$ cat src/rtl/i2cb_pkg.sv
package i2cb_pkg;

  localparam int BYTE_BITS = 8;

  // control register bit positions
  localparam int CTL_EN  = 6;
  localparam int CTL_STA = 5;
  localparam int CTL_STO = 4;
  localparam int CTL_FLG = 3;
  localparam int CTL_AAK = 2;

  // status codes
  localparam logic [7:0] ST_ERR     = 8'h00;
  localparam logic [7:0] ST_START   = 8'h08;
  localparam logic [7:0] ST_RESTART = 8'h10;
  localparam logic [7:0] ST_AW_ACK  = 8'h18;
  localparam logic [7:0] ST_AW_NAK  = 8'h20;
  localparam logic [7:0] ST_TX_ACK  = 8'h28;
  localparam logic [7:0] ST_TX_NAK  = 8'h30;
  localparam logic [7:0] ST_AR_ACK  = 8'h40;
  localparam logic [7:0] ST_AR_NAK  = 8'h48;
  localparam logic [7:0] ST_RX_ACK  = 8'h50;
  localparam logic [7:0] ST_RX_NAK  = 8'h58;
  localparam logic [7:0] ST_IDLE    = 8'hF8;

  typedef enum logic [1:0] {PH_IDLE, PH_START, PH_STOP, PH_BYTE} phase_e;

  typedef struct packed {
    logic tmrRun;
    logic loadShift;
    logic capBit;
    logic shiftBit;
    logic capRx;
    logic hostWr;
  } dp_strobe_t;

endpackage

$ cat src/rtl/i2cb_datapath.sv
module i2cb_datapath
  import i2cb_pkg::*;
#(
  parameter int QUARTER_CYCLES = 25
) (
  input  logic                 clk,
  input  logic                 rstN,
  input  dp_strobe_t           strb,
  input  logic [BYTE_BITS-1:0] wrData,
  input  logic                 sdaIn,
  output logic                 qTick,
  output logic                 txBit,
  output logic                 rxBit,
  output logic [BYTE_BITS-1:0] dataReg
);

  localparam int CNT_W = (QUARTER_CYCLES > 1) ? $clog2(QUARTER_CYCLES) : 1;
  localparam logic [CNT_W-1:0] CNT_LAST = CNT_W'(QUARTER_CYCLES - 1);

  logic [CNT_W-1:0]     quarterCnt;
  logic [BYTE_BITS-1:0] shiftReg;
  logic                 bitLatch;

  assign qTick = strb.tmrRun && (quarterCnt == CNT_LAST);
  assign txBit = shiftReg[BYTE_BITS-1];
  assign rxBit = bitLatch;

  always_ff @(posedge clk or negedge rstN) begin
    if (!rstN) begin
      quarterCnt <= '0;
    end else if (!strb.tmrRun || quarterCnt == CNT_LAST) begin
      quarterCnt <= '0;
    end else begin
      quarterCnt <= quarterCnt + 1'b1;
    end
  end

  always_ff @(posedge clk or negedge rstN) begin
    if (!rstN) begin
      shiftReg <= '0;
      bitLatch <= 1'b1;
      dataReg  <= '0;
    end else begin
      if (strb.capBit) bitLatch <= sdaIn;
      if (strb.loadShift) begin
        shiftReg <= dataReg;
      end else if (strb.shiftBit) begin
        shiftReg <= {shiftReg[BYTE_BITS-2:0], bitLatch};
      end
      if (strb.hostWr) begin
        dataReg <= wrData;
      end else if (strb.capRx) begin
        dataReg <= shiftReg;
      end
    end
  end

endmodule

$ cat src/rtl/i2cb_control.sv
module i2cb_control
  import i2cb_pkg::*;
(
  input  logic                 clk,
  input  logic                 rstN,
  input  logic                 ctlWrEn,
  input  logic                 dataWrEn,
  input  logic [BYTE_BITS-1:0] wrData,
  input  logic                 qTick,
  input  logic                 txBit,
  input  logic                 rxBit,
  input  logic                 addrRw,
  output dp_strobe_t           strb,
  output logic [7:0]           ctlOut,
  output logic [7:0]           statusOut,
  output logic                 flag,
  output logic                 sclDrvLow,
  output logic                 sdaDrvLow
);

  localparam int BIT_CNT_W = $clog2(BYTE_BITS + 1);
  localparam logic [BIT_CNT_W-1:0] ACK_SLOT = BIT_CNT_W'(BYTE_BITS);

  phase_e               phase;
  logic [1:0]           quarter;
  logic [BIT_CNT_W-1:0] bitCnt;
  logic busHeld, expectAddr, rdDir, enBit, aakBit, staPend, stoPend;
  logic [7:0] status;

  logic isIdle, accept, lastQ, rxMode, inByte, ackSlot;

  assign isIdle  = (phase == PH_IDLE);
  assign accept  = ctlWrEn && isIdle && wrData[CTL_EN];
  assign lastQ   = qTick && (quarter == 2'd3);
  assign rxMode  = rdDir && !expectAddr;
  assign inByte  = (phase == PH_BYTE);
  assign ackSlot = (bitCnt == ACK_SLOT);

  always_comb begin
    strb.tmrRun    = !isIdle;
    strb.loadShift = accept && !wrData[CTL_STA] && !wrData[CTL_STO] && busHeld;
    strb.capBit    = inByte && qTick && (quarter == 2'd1);
    strb.shiftBit  = inByte && lastQ && !ackSlot;
    strb.capRx     = inByte && lastQ && ackSlot && rxMode;
    strb.hostWr    = dataWrEn && isIdle;
  end

  always_ff @(posedge clk or negedge rstN) begin
    if (!rstN) begin
      phase      <= PH_IDLE;
      quarter    <= '0;
      bitCnt     <= '0;
      busHeld    <= 1'b0;
      expectAddr <= 1'b0;
      rdDir      <= 1'b0;
      enBit      <= 1'b0;
      aakBit     <= 1'b0;
      staPend    <= 1'b0;
      stoPend    <= 1'b0;
      flag       <= 1'b0;
      status     <= ST_IDLE;
    end else if (accept) begin
      enBit   <= 1'b1;
      aakBit  <= wrData[CTL_AAK];
      flag    <= 1'b0;
      quarter <= '0;
      bitCnt  <= '0;
      if (wrData[CTL_STA]) begin
        staPend <= 1'b1;
        phase   <= PH_START;
      end else if (wrData[CTL_STO]) begin
        if (busHeld) begin
          stoPend <= 1'b1;
          phase   <= PH_STOP;
        end else begin
          status <= ST_IDLE;
        end
      end else if (busHeld) begin
        phase <= PH_BYTE;
      end else begin
        status <= ST_ERR;
        flag   <= 1'b1;
      end
    end else if (qTick) begin
      quarter <= quarter + 2'd1;
      if (quarter == 2'd3) begin
        unique case (phase)
          PH_START: begin
            status     <= busHeld ? ST_RESTART : ST_START;
            busHeld    <= 1'b1;
            expectAddr <= 1'b1;
            rdDir      <= 1'b0;
            staPend    <= 1'b0;
            flag       <= 1'b1;
            phase      <= PH_IDLE;
          end
          PH_STOP: begin
            status     <= ST_IDLE;
            busHeld    <= 1'b0;
            expectAddr <= 1'b0;
            rdDir      <= 1'b0;
            stoPend    <= 1'b0;
            phase      <= PH_IDLE;
          end
          PH_BYTE: begin
            if (ackSlot) begin
              phase <= PH_IDLE;
              flag  <= 1'b1;
              if (expectAddr) begin
                expectAddr <= 1'b0;
                rdDir      <= addrRw && !rxBit;
                if (addrRw) status <= rxBit ? ST_AR_NAK : ST_AR_ACK;
                else        status <= rxBit ? ST_AW_NAK : ST_AW_ACK;
              end else if (rdDir) begin
                status <= aakBit ? ST_RX_ACK : ST_RX_NAK;
              end else begin
                status <= rxBit ? ST_TX_NAK : ST_TX_ACK;
              end
            end else begin
              bitCnt <= bitCnt + 1'b1;
            end
          end
          default: phase <= PH_IDLE;
        endcase
      end
    end
  end

  // line drive per phase and quarter
  always_comb begin
    unique case (phase)
      PH_START: begin
        sclDrvLow = (quarter == 2'd0) ? busHeld : (quarter == 2'd3);
        sdaDrvLow = quarter[1];
      end
      PH_STOP: begin
        sclDrvLow = (quarter == 2'd0);
        sdaDrvLow = (quarter != 2'd3);
      end
      PH_BYTE: begin
        sclDrvLow = (quarter == 2'd0) || (quarter == 2'd3);
        sdaDrvLow = ackSlot ? (rxMode && aakBit) : (!rxMode && !txBit);
      end
      default: begin
        sclDrvLow = busHeld;
        sdaDrvLow = 1'b0;
      end
    endcase
  end

  assign statusOut = status;
  assign ctlOut    = {1'b0, enBit, staPend, stoPend, flag, aakBit, 2'b00};

endmodule

$ cat src/rtl/i2c_byte_master.sv
module i2c_byte_master
  import i2cb_pkg::*;
#(
  parameter int QUARTER_CYCLES = 25
) (
  input  logic       clk,
  input  logic       rstN,
  input  logic       ctlWrEn,
  input  logic       dataWrEn,
  input  logic [7:0] wrData,
  output logic [7:0] ctlOut,
  output logic [7:0] dataOut,
  output logic [7:0] statusOut,
  output logic       irq,
  output logic       sclDrvLow,
  output logic       sdaDrvLow,
  input  logic       sdaIn
);

  dp_strobe_t strb;
  logic qTick, txBit, rxBit;

  i2cb_control u_ctrl (
    .clk       (clk),
    .rstN      (rstN),
    .ctlWrEn   (ctlWrEn),
    .dataWrEn  (dataWrEn),
    .wrData    (wrData),
    .qTick     (qTick),
    .txBit     (txBit),
    .rxBit     (rxBit),
    .addrRw    (dataOut[0]),
    .strb      (strb),
    .ctlOut    (ctlOut),
    .statusOut (statusOut),
    .flag      (irq),
    .sclDrvLow (sclDrvLow),
    .sdaDrvLow (sdaDrvLow)
  );

  i2cb_datapath #(.QUARTER_CYCLES(QUARTER_CYCLES)) u_dp (
    .clk     (clk),
    .rstN    (rstN),
    .strb    (strb),
    .wrData  (wrData),
    .sdaIn   (sdaIn),
    .qTick   (qTick),
    .txBit   (txBit),
    .rxBit   (rxBit),
    .dataReg (dataOut)
  );

endmodule

$ cat config.mk
export PLATFORM = sky130hd
export DESIGN_NAME = i2c_byte_master
export DESIGN_NICKNAME = d
export VERILOG_FILES = /design/src/rtl/i2cb_pkg.sv /design/src/rtl/i2cb_datapath.sv /design/src/rtl/i2cb_control.sv /design/src/rtl/i2c_byte_master.sv
export SDC_FILE = /design/constraint.sdc
export NUM_CORES = 1
export LEC_CHECK = 0
export ABC_AREA = 0
export BUFFER_PORTS_ARGS = -buffer_cell sky130_fd_sc_hd__buf_2
export CAP_MARGIN = 15
export CORE_MARGIN = 2
export CORE_UTILIZATION = 43
export DETAILED_ROUTE_END_ITERATION = 8
export HOLD_SLACK_MARGIN = 0.06
export PLACE_DENSITY = 0.75
export SLEW_MARGIN = 20
export SYNTH_ARGS = -nofsm -noshare
export SYNTH_HDL_FRONTEND = slang
export SYNTH_SLANG_ARGS = --single-unit
$ cat constraint.sdc
create_clock -name clk -period 3.2 [get_ports clk]
set_input_delay 0.16 -clock clk [delete_from_list [all_inputs] [get_ports clk]]
set_output_delay 0.16 -clock clk [all_outputs]
set_load 0.005 [all_outputs]
======== Word-level counts from Yosys, hierarchy flattened ========
Cells that the tools add are included.
word-level totals
  output and inout bits ................... 27
  bits in read-only memories .............. 0
  memory bits (writable) .................. 0
  flip-flop bits (word level) ............. 46
  latch bits .............................. 0
  memories kept ........................... 0
  bits of input ports ..................... 13
operators by class
  muxes and demuxes ....................... 68
  reductions and logical operators ........ 52
  shift-type cells ........................ 0
  add/sub/neg operators ................... 3
  bitwise gates (word level) .............. 1
  divide/modulo/power cells ............... 0
  eq/ne operators ......................... 18
  multipliers ............................. 0
  magnitude comparators ................... 0
operators with widths
  kind                   number
  $mux W8                15
  $mux W4                7
  $mux W1                24
  $pmux W8 S3            1
  $mux W2                11
  $reduce_and A4 Y1      5
  $logic_and A1 B1 Y1    18
  $reduce_and A6 Y1      3
  $reduce_bool A2 Y1     9
  $mux W5                3
  $ne A2 B2 Y1 const B   6
  $pmux W1 S3            3
  $logic_not A1 Y1       8
  $eq A2 B2 Y1 const B   3
  $mux W6                1
  $ne A2 B1 Y1 const B   3
  $ne A3 B2 Y1 const B   2
  $pmux W1 S2            3
  $reduce_bool A3 Y1     2
  $add A5 B1 Y5 const B  1
  $eq A5 B5 Y1 const B   1
  $reduce_and A5 Y1      1
  $add A4 B1 Y4 const B  1
  $eq A2 B1 Y1 const B   2
  other kinds (7)        9

======== Depth between registers and ports, before layout ========
  depth in word-level cells ............... 9
  mapped depth ............................ 9
  depth with buffers taken out ............ 6

======== Hierarchy ========
Synthesis repeated with hierarchy kept, for this count alone.
unflattened totals
  cell total of the unflattened synthesis .. 255
  area total of the unflattened synthesis .. 2502.4 µm²
by module, submodules not included
  module         seq. area each (µm²)  area each (µm²)  cells each  times used
  i2cb_control   531.8                 1472.7           162         1
  i2cb_datapath  551.8                 1029.7           93          1

======== Worst setup path after synthesis ========
OpenSTA, ideal clock, no wires.
  path type ............................... register to register
  start ................................... register u_ctrl.phase[0]
  end ..................................... register u_ctrl.bitCnt[3]
  path slack .............................. 1.099 ns
  cell stages (with the launch flop) ...... 10
  setup time .............................. 0.137 ns
  data arrival time ....................... 1.964 ns
  clock period less this slack ............ 2.101 ns
  cells stage by stage .................... dfrtp_1 inv_1 ha_1 buf_2 nand2b_1 or4b_1 buf_2 buf_2 o21ai_0 a21oi_1
on the way
  longest elaborated chain between the ends .. 5
  elaborated cells between the ends (all ways) .. 12
RTL lines
  item                                                          line                                     text
  start, declared                                               i2cb_control.sv:24                       phase_e phase;
  start signal, assigned                                        i2cb_control.sv:50                       phase <= PH_IDLE;
  start signal, assigned                                        i2cb_control.sv:70                       phase <= PH_START;
  start signal, assigned                                        i2cb_control.sv:74                       phase <= PH_STOP;
  $logic_not A2 Y1                                              i2cb_control.sv:32                       assign isIdle = (phase == PH_IDLE);
  $logic_and A1 B1 Y1 or $logic_not A1 Y1 (tied branches)       i2cb_control.sv:33, i2cb_control.sv:40
  $logic_and A1 B1 Y1, on equally long branches                 i2cb_control.sv:33, i2cb_datapath.sv:24
  $ne A2 B1 Y1 (no line) or $reduce_bool A2 Y1 (tied branches)  --
  $reduce_and A4 Y1 (no line)                                   --
  end signal, assigned                                          i2cb_control.sv:120                      bitCnt <= bitCnt + 1'b1;
  end, declared                                                 i2cb_control.sv:26                       logic [BIT_CNT_W-1:0] bitCnt;
Several ways; a longest one is shown, not always the timed one.
A chain may end at the register's enable or synchronous reset.

======== Worst setup path after layout ========
  start ................................... register u_ctrl.phase[0]
  end ..................................... register u_ctrl.bitCnt[2]
Same word-level chain as after synthesis.

==> run_results.csv <==
group,metric,value,unit
critical_path,critPathKind,"register to register",
run,maxCapViolCount,0,
critical_path,crit_required,3410,ps
clock_tree,postCtsSetupBuffers,0,
finish,fin_cells,351,
logic_synthesis,ys_warn_count,0,
placement,placed_area,2620,um^2
power,power_leakage,1.42,nW
critical_path,ff2ff_setup_slack,750,ps
global_route,antenna_found_initial,0,
critical_path,cp-endpoint,"u_ctrl.bitCnt[2]$_DFFE_PN0P_",
critical_path,end_kind,"register",
clock_tree,clockBufferDepth,2,
min_path,hp-class,"input pin to register",
routing,dr.pass1.iters,4,
global_route,grt_use_met2,0.255,
timing,period_minus_slack,2450,ps
clock_tree,cts-root-buf,"clkbuf_8",
global_route,grt_overflow_total,0,
finish,final_area,2730,um^2
timing,fmax,0.408,GHz
clock_tree,cts_tree,"built",
die,die_y,79.4,um
routing,via_per_inst,5.20,
logic_synthesis,syn-mean-instance-area,9.81,um^2
logic_synthesis,synth_common_cells,"dfrtp_1 (37), nor2_1 (26), nand2_1 (23), mux2i_1 (20), a21oi_1 (16)",
global_route,grt_pass1_vias,1691,
clock_tree,cts_buffers,5,
min_path,worstHoldStart,"wrData[2]",
critical_path,start_kind,"register",
timing,setup_viol_count_final,0,
routing,wl_per_cell,13.7,um
die,coreArea,5510,um^2
power,seqPwrFrac,0.553,
placement,post-place-ws,759,ps
logic_synthesis,yosysUniqueCellTypes,41,
logic_synthesis,synth_top_cell_by_area,"dfrtp_1",
placement,dpl.cell_count,342,
power,p_sw_frac,0.203,
critical_path,rr_worst_depth,6,
power,power_frac_clock,0.419,
critical_path,cpMaxStageDelayCell,"or4b_1",
placement,portBuffers,33,
critical_path,regToRegEndpoint,"u_ctrl.bitCnt[2]$_DFFE_PN0P_",
finish,area_delta_synth_final,11.9,%
logic_synthesis,ys.flop_type,"dfrtp_1",
critical_path,reg2reg_from,"u_ctrl.phase[0]$_DFFE_PN0P_",
critical_path,crit_path_start,"u_ctrl.phase[0]$_DFFE_PN0P_",
global_route,grt_use_total,0.163,
power,p_int,0.786,mW
timing,setup_tns,0,ps
routing,via_count,1824,
clock_tree,clock_sinks,43,
logic_synthesis,synth_edf_count,0,
logic_synthesis,synth_top_cells_by_area,"dfrtp_1 (38%), mux2i_1 (8.2%), ha_1 (7.7%)",
power,switchingPower,0.200,mW
logic_synthesis,synth_top_area_frac,0.379,
global_route,grt_max_degree,44,
timing,rsz0062_at_grt,"false",
placement,hpwl,3500,um
routing,drtIter0Drc,112,
die,top_level_ports,40,
die,die_area,6300,um^2
finish,fin_nets,306,
timing,layout_setup_ws,748,ps
critical_path,crit_arrival,2670,ps
run_status,status,"finished, final reports clean",
finish,fill_cells,513,
routing,antenna_left,0,
placement,gp_congestion,0.869,
global_route,grt_pass1_wl,8010,um
logic_synthesis,synthCells,249,
logic_synthesis,ys_async_sr_fraction,1.00,
critical_path,cp_cell_sequence,"inv_1 -> ha_1 -> nand2b_1 -> or4b_1 -> or3_1 -> a21oi_1",
timing,skew,10.5,ps
global_route,met3_usage,0.0373,
logic_synthesis,ys_seq_area_frac,0.443,
die,start_util,0.444,
power,power_density,361,nW/um^2
power,power,0.986,mW
clock_tree,insertion_delay,290,ps
timing,worst_pin_slew,930,ps
timing,slew_violations,0,
power,peakVddDrop,0.244,mV
die,rows,27,
global_route,grt_use_met1,0.224,
logic_synthesis,netlist_area,2440,um^2
timing,final.period_utilization,0.766,
clock_tree,cts_max_level,2,
timing,hold_violations,0,
finish,drive_above_1_share,0.208,
global_route,busiest_layer,"met2",
logic_synthesis,synth.most_common_cell,"dfrtp_1",
finish,antennaDiodeCount,0,
routing,drc,0,
clock_tree,clkSlewWorstSetupHoldPaths,80,ps
logic_synthesis,ys_ff_latch,43,
critical_path,critPathMaxStageDelay,800,ps
critical_path,worstPathMaxFanout,14,
routing,wl,4820,um
timing,maxSlewHeadroom,0.380,
die,die_x,79.4,um
power,power_frac_comb,0.027,
[through the flow]
step | util | hold slack, ps
after CTS | 0.496 | 88.8
final | 0.496 | 96.5
after detailed placement | 0.475 | 357
after floorplan | - | -136
after global routing | 0.496 | 90.0
after global placement | 0.475 | 353
[critical path, delay by kind of cell, from the launching register on]
kind / cells / cell delay [ps]
AO/OA/AOI/OAI: 1 / 160
adder cells (fa/ha/maj): 1 / 270
buffers and inverters: 1 / 100
flip-flops: 1 / 400
AND/OR/NAND/NOR: 3 / 1450
[registers in the layout (all words and copies together) (netlist names), 2 cells and up]
signal            count
u_dp.quarterCnt       5
u_ctrl.statusOut      5
u_dp.dataReg          8
u_ctrl.phase          2
u_ctrl.quarter        2
u_dp.shiftReg         8
u_ctrl.bitCnt         4
[timing repair]
| action | CTS | global route |
|---|---|---|
| setup endpoints to repair | 0 | 0 |
| hold buffers | 1 | 0 |
| gates resized for setup | 0 | 0 |
| endpoints found under the hold margin | 37 | 0 |
[cells by family (layout without fill, tap and decap cells)]
logic type | Yosys count | in the layout | synth area share
DFF | 43 | 43 | 0.443
muxes | 28 | 28 | 0.119
adders and majority gates | 15 | 15 | 0.0768
xor gates and xnor gates | 4 | 4 | 0.0143
buffers and inverters | 34 | 59 | 0.0727
other | 1 | 6 | 0.00153
AOI/OAI and AO/OA | 45 | 45 | 0.113
and+or+nand+nor | 79 | 79 | 0.159
[worst min-delay path by stage]
stage,end,cells past startpoint,slack [ps]
finish,u_ctrl.aakBit$_DFFE_PN0N_,3,100
global route,u_ctrl.aakBit$_DFFE_PN0N_,3,90
CTS,u_ctrl.aakBit$_DFFE_PN0N_,3,90
detailed placement,u_dp.dataReg[2]$_DFFE_PN0P_,1,360
global placement,u_dp.dataReg[1]$_DFFE_PN0P_,1,350
floorplan,u_ctrl.aakBit$_DFFE_PN0N_,0,-140
[cell usage in the layout, fill, tap and decap left out, drive strengths merged, types with 7 or more instances in the layout]
cell type | synthesis | final
nand2 | 23 | 23
buf | 16 | 35
clkbuf | 3 | 7
nor2 | 26 | 26
mux2 | 8 | 8
nand2b | 7 | 7
inv | 15 | 15
a21oi | 16 | 16
mux2i | 20 | 20
dfrtp | 37 | 37
o21ai | 14 | 14
ha | 15 | 15
[power by group through the flow]
stage | clock network, mW | logic, mW | registers, mW
after CTS | 0.417 | 0.0278 | 0.546
after global routing | 0.443 | 0.0312 | 0.546
after global placement | 0 | 0.0267 | 0.556
after floorplan | 0 | 0.00993 | 0.556
after detailed placement | 0 | 0.0268 | 0.556
final | 0.414 | 0.0269 | 0.546
[per-layer routing]
layer	vias to the layer above	share of wire
met5	-	0
met4	0	0.019
met3	10	0.052
met2	59	0.46
met1	862	0.47
li1	893	-
[cell type report]
cell class	instances	area, um^2	area share
Timing Repair Buffer	36	190	0.0696
Inverter	15	56.3	0.0206
Sequential cell	43	1080	0.396
Tap cell	72	90.1	0.0330
Clock inverter	1	30.0	0.0110
Multi-Input combinational cell	177	1210	0.442
Clock buffer	7	76.3	0.0279
(Power assumes the default switching activity.)
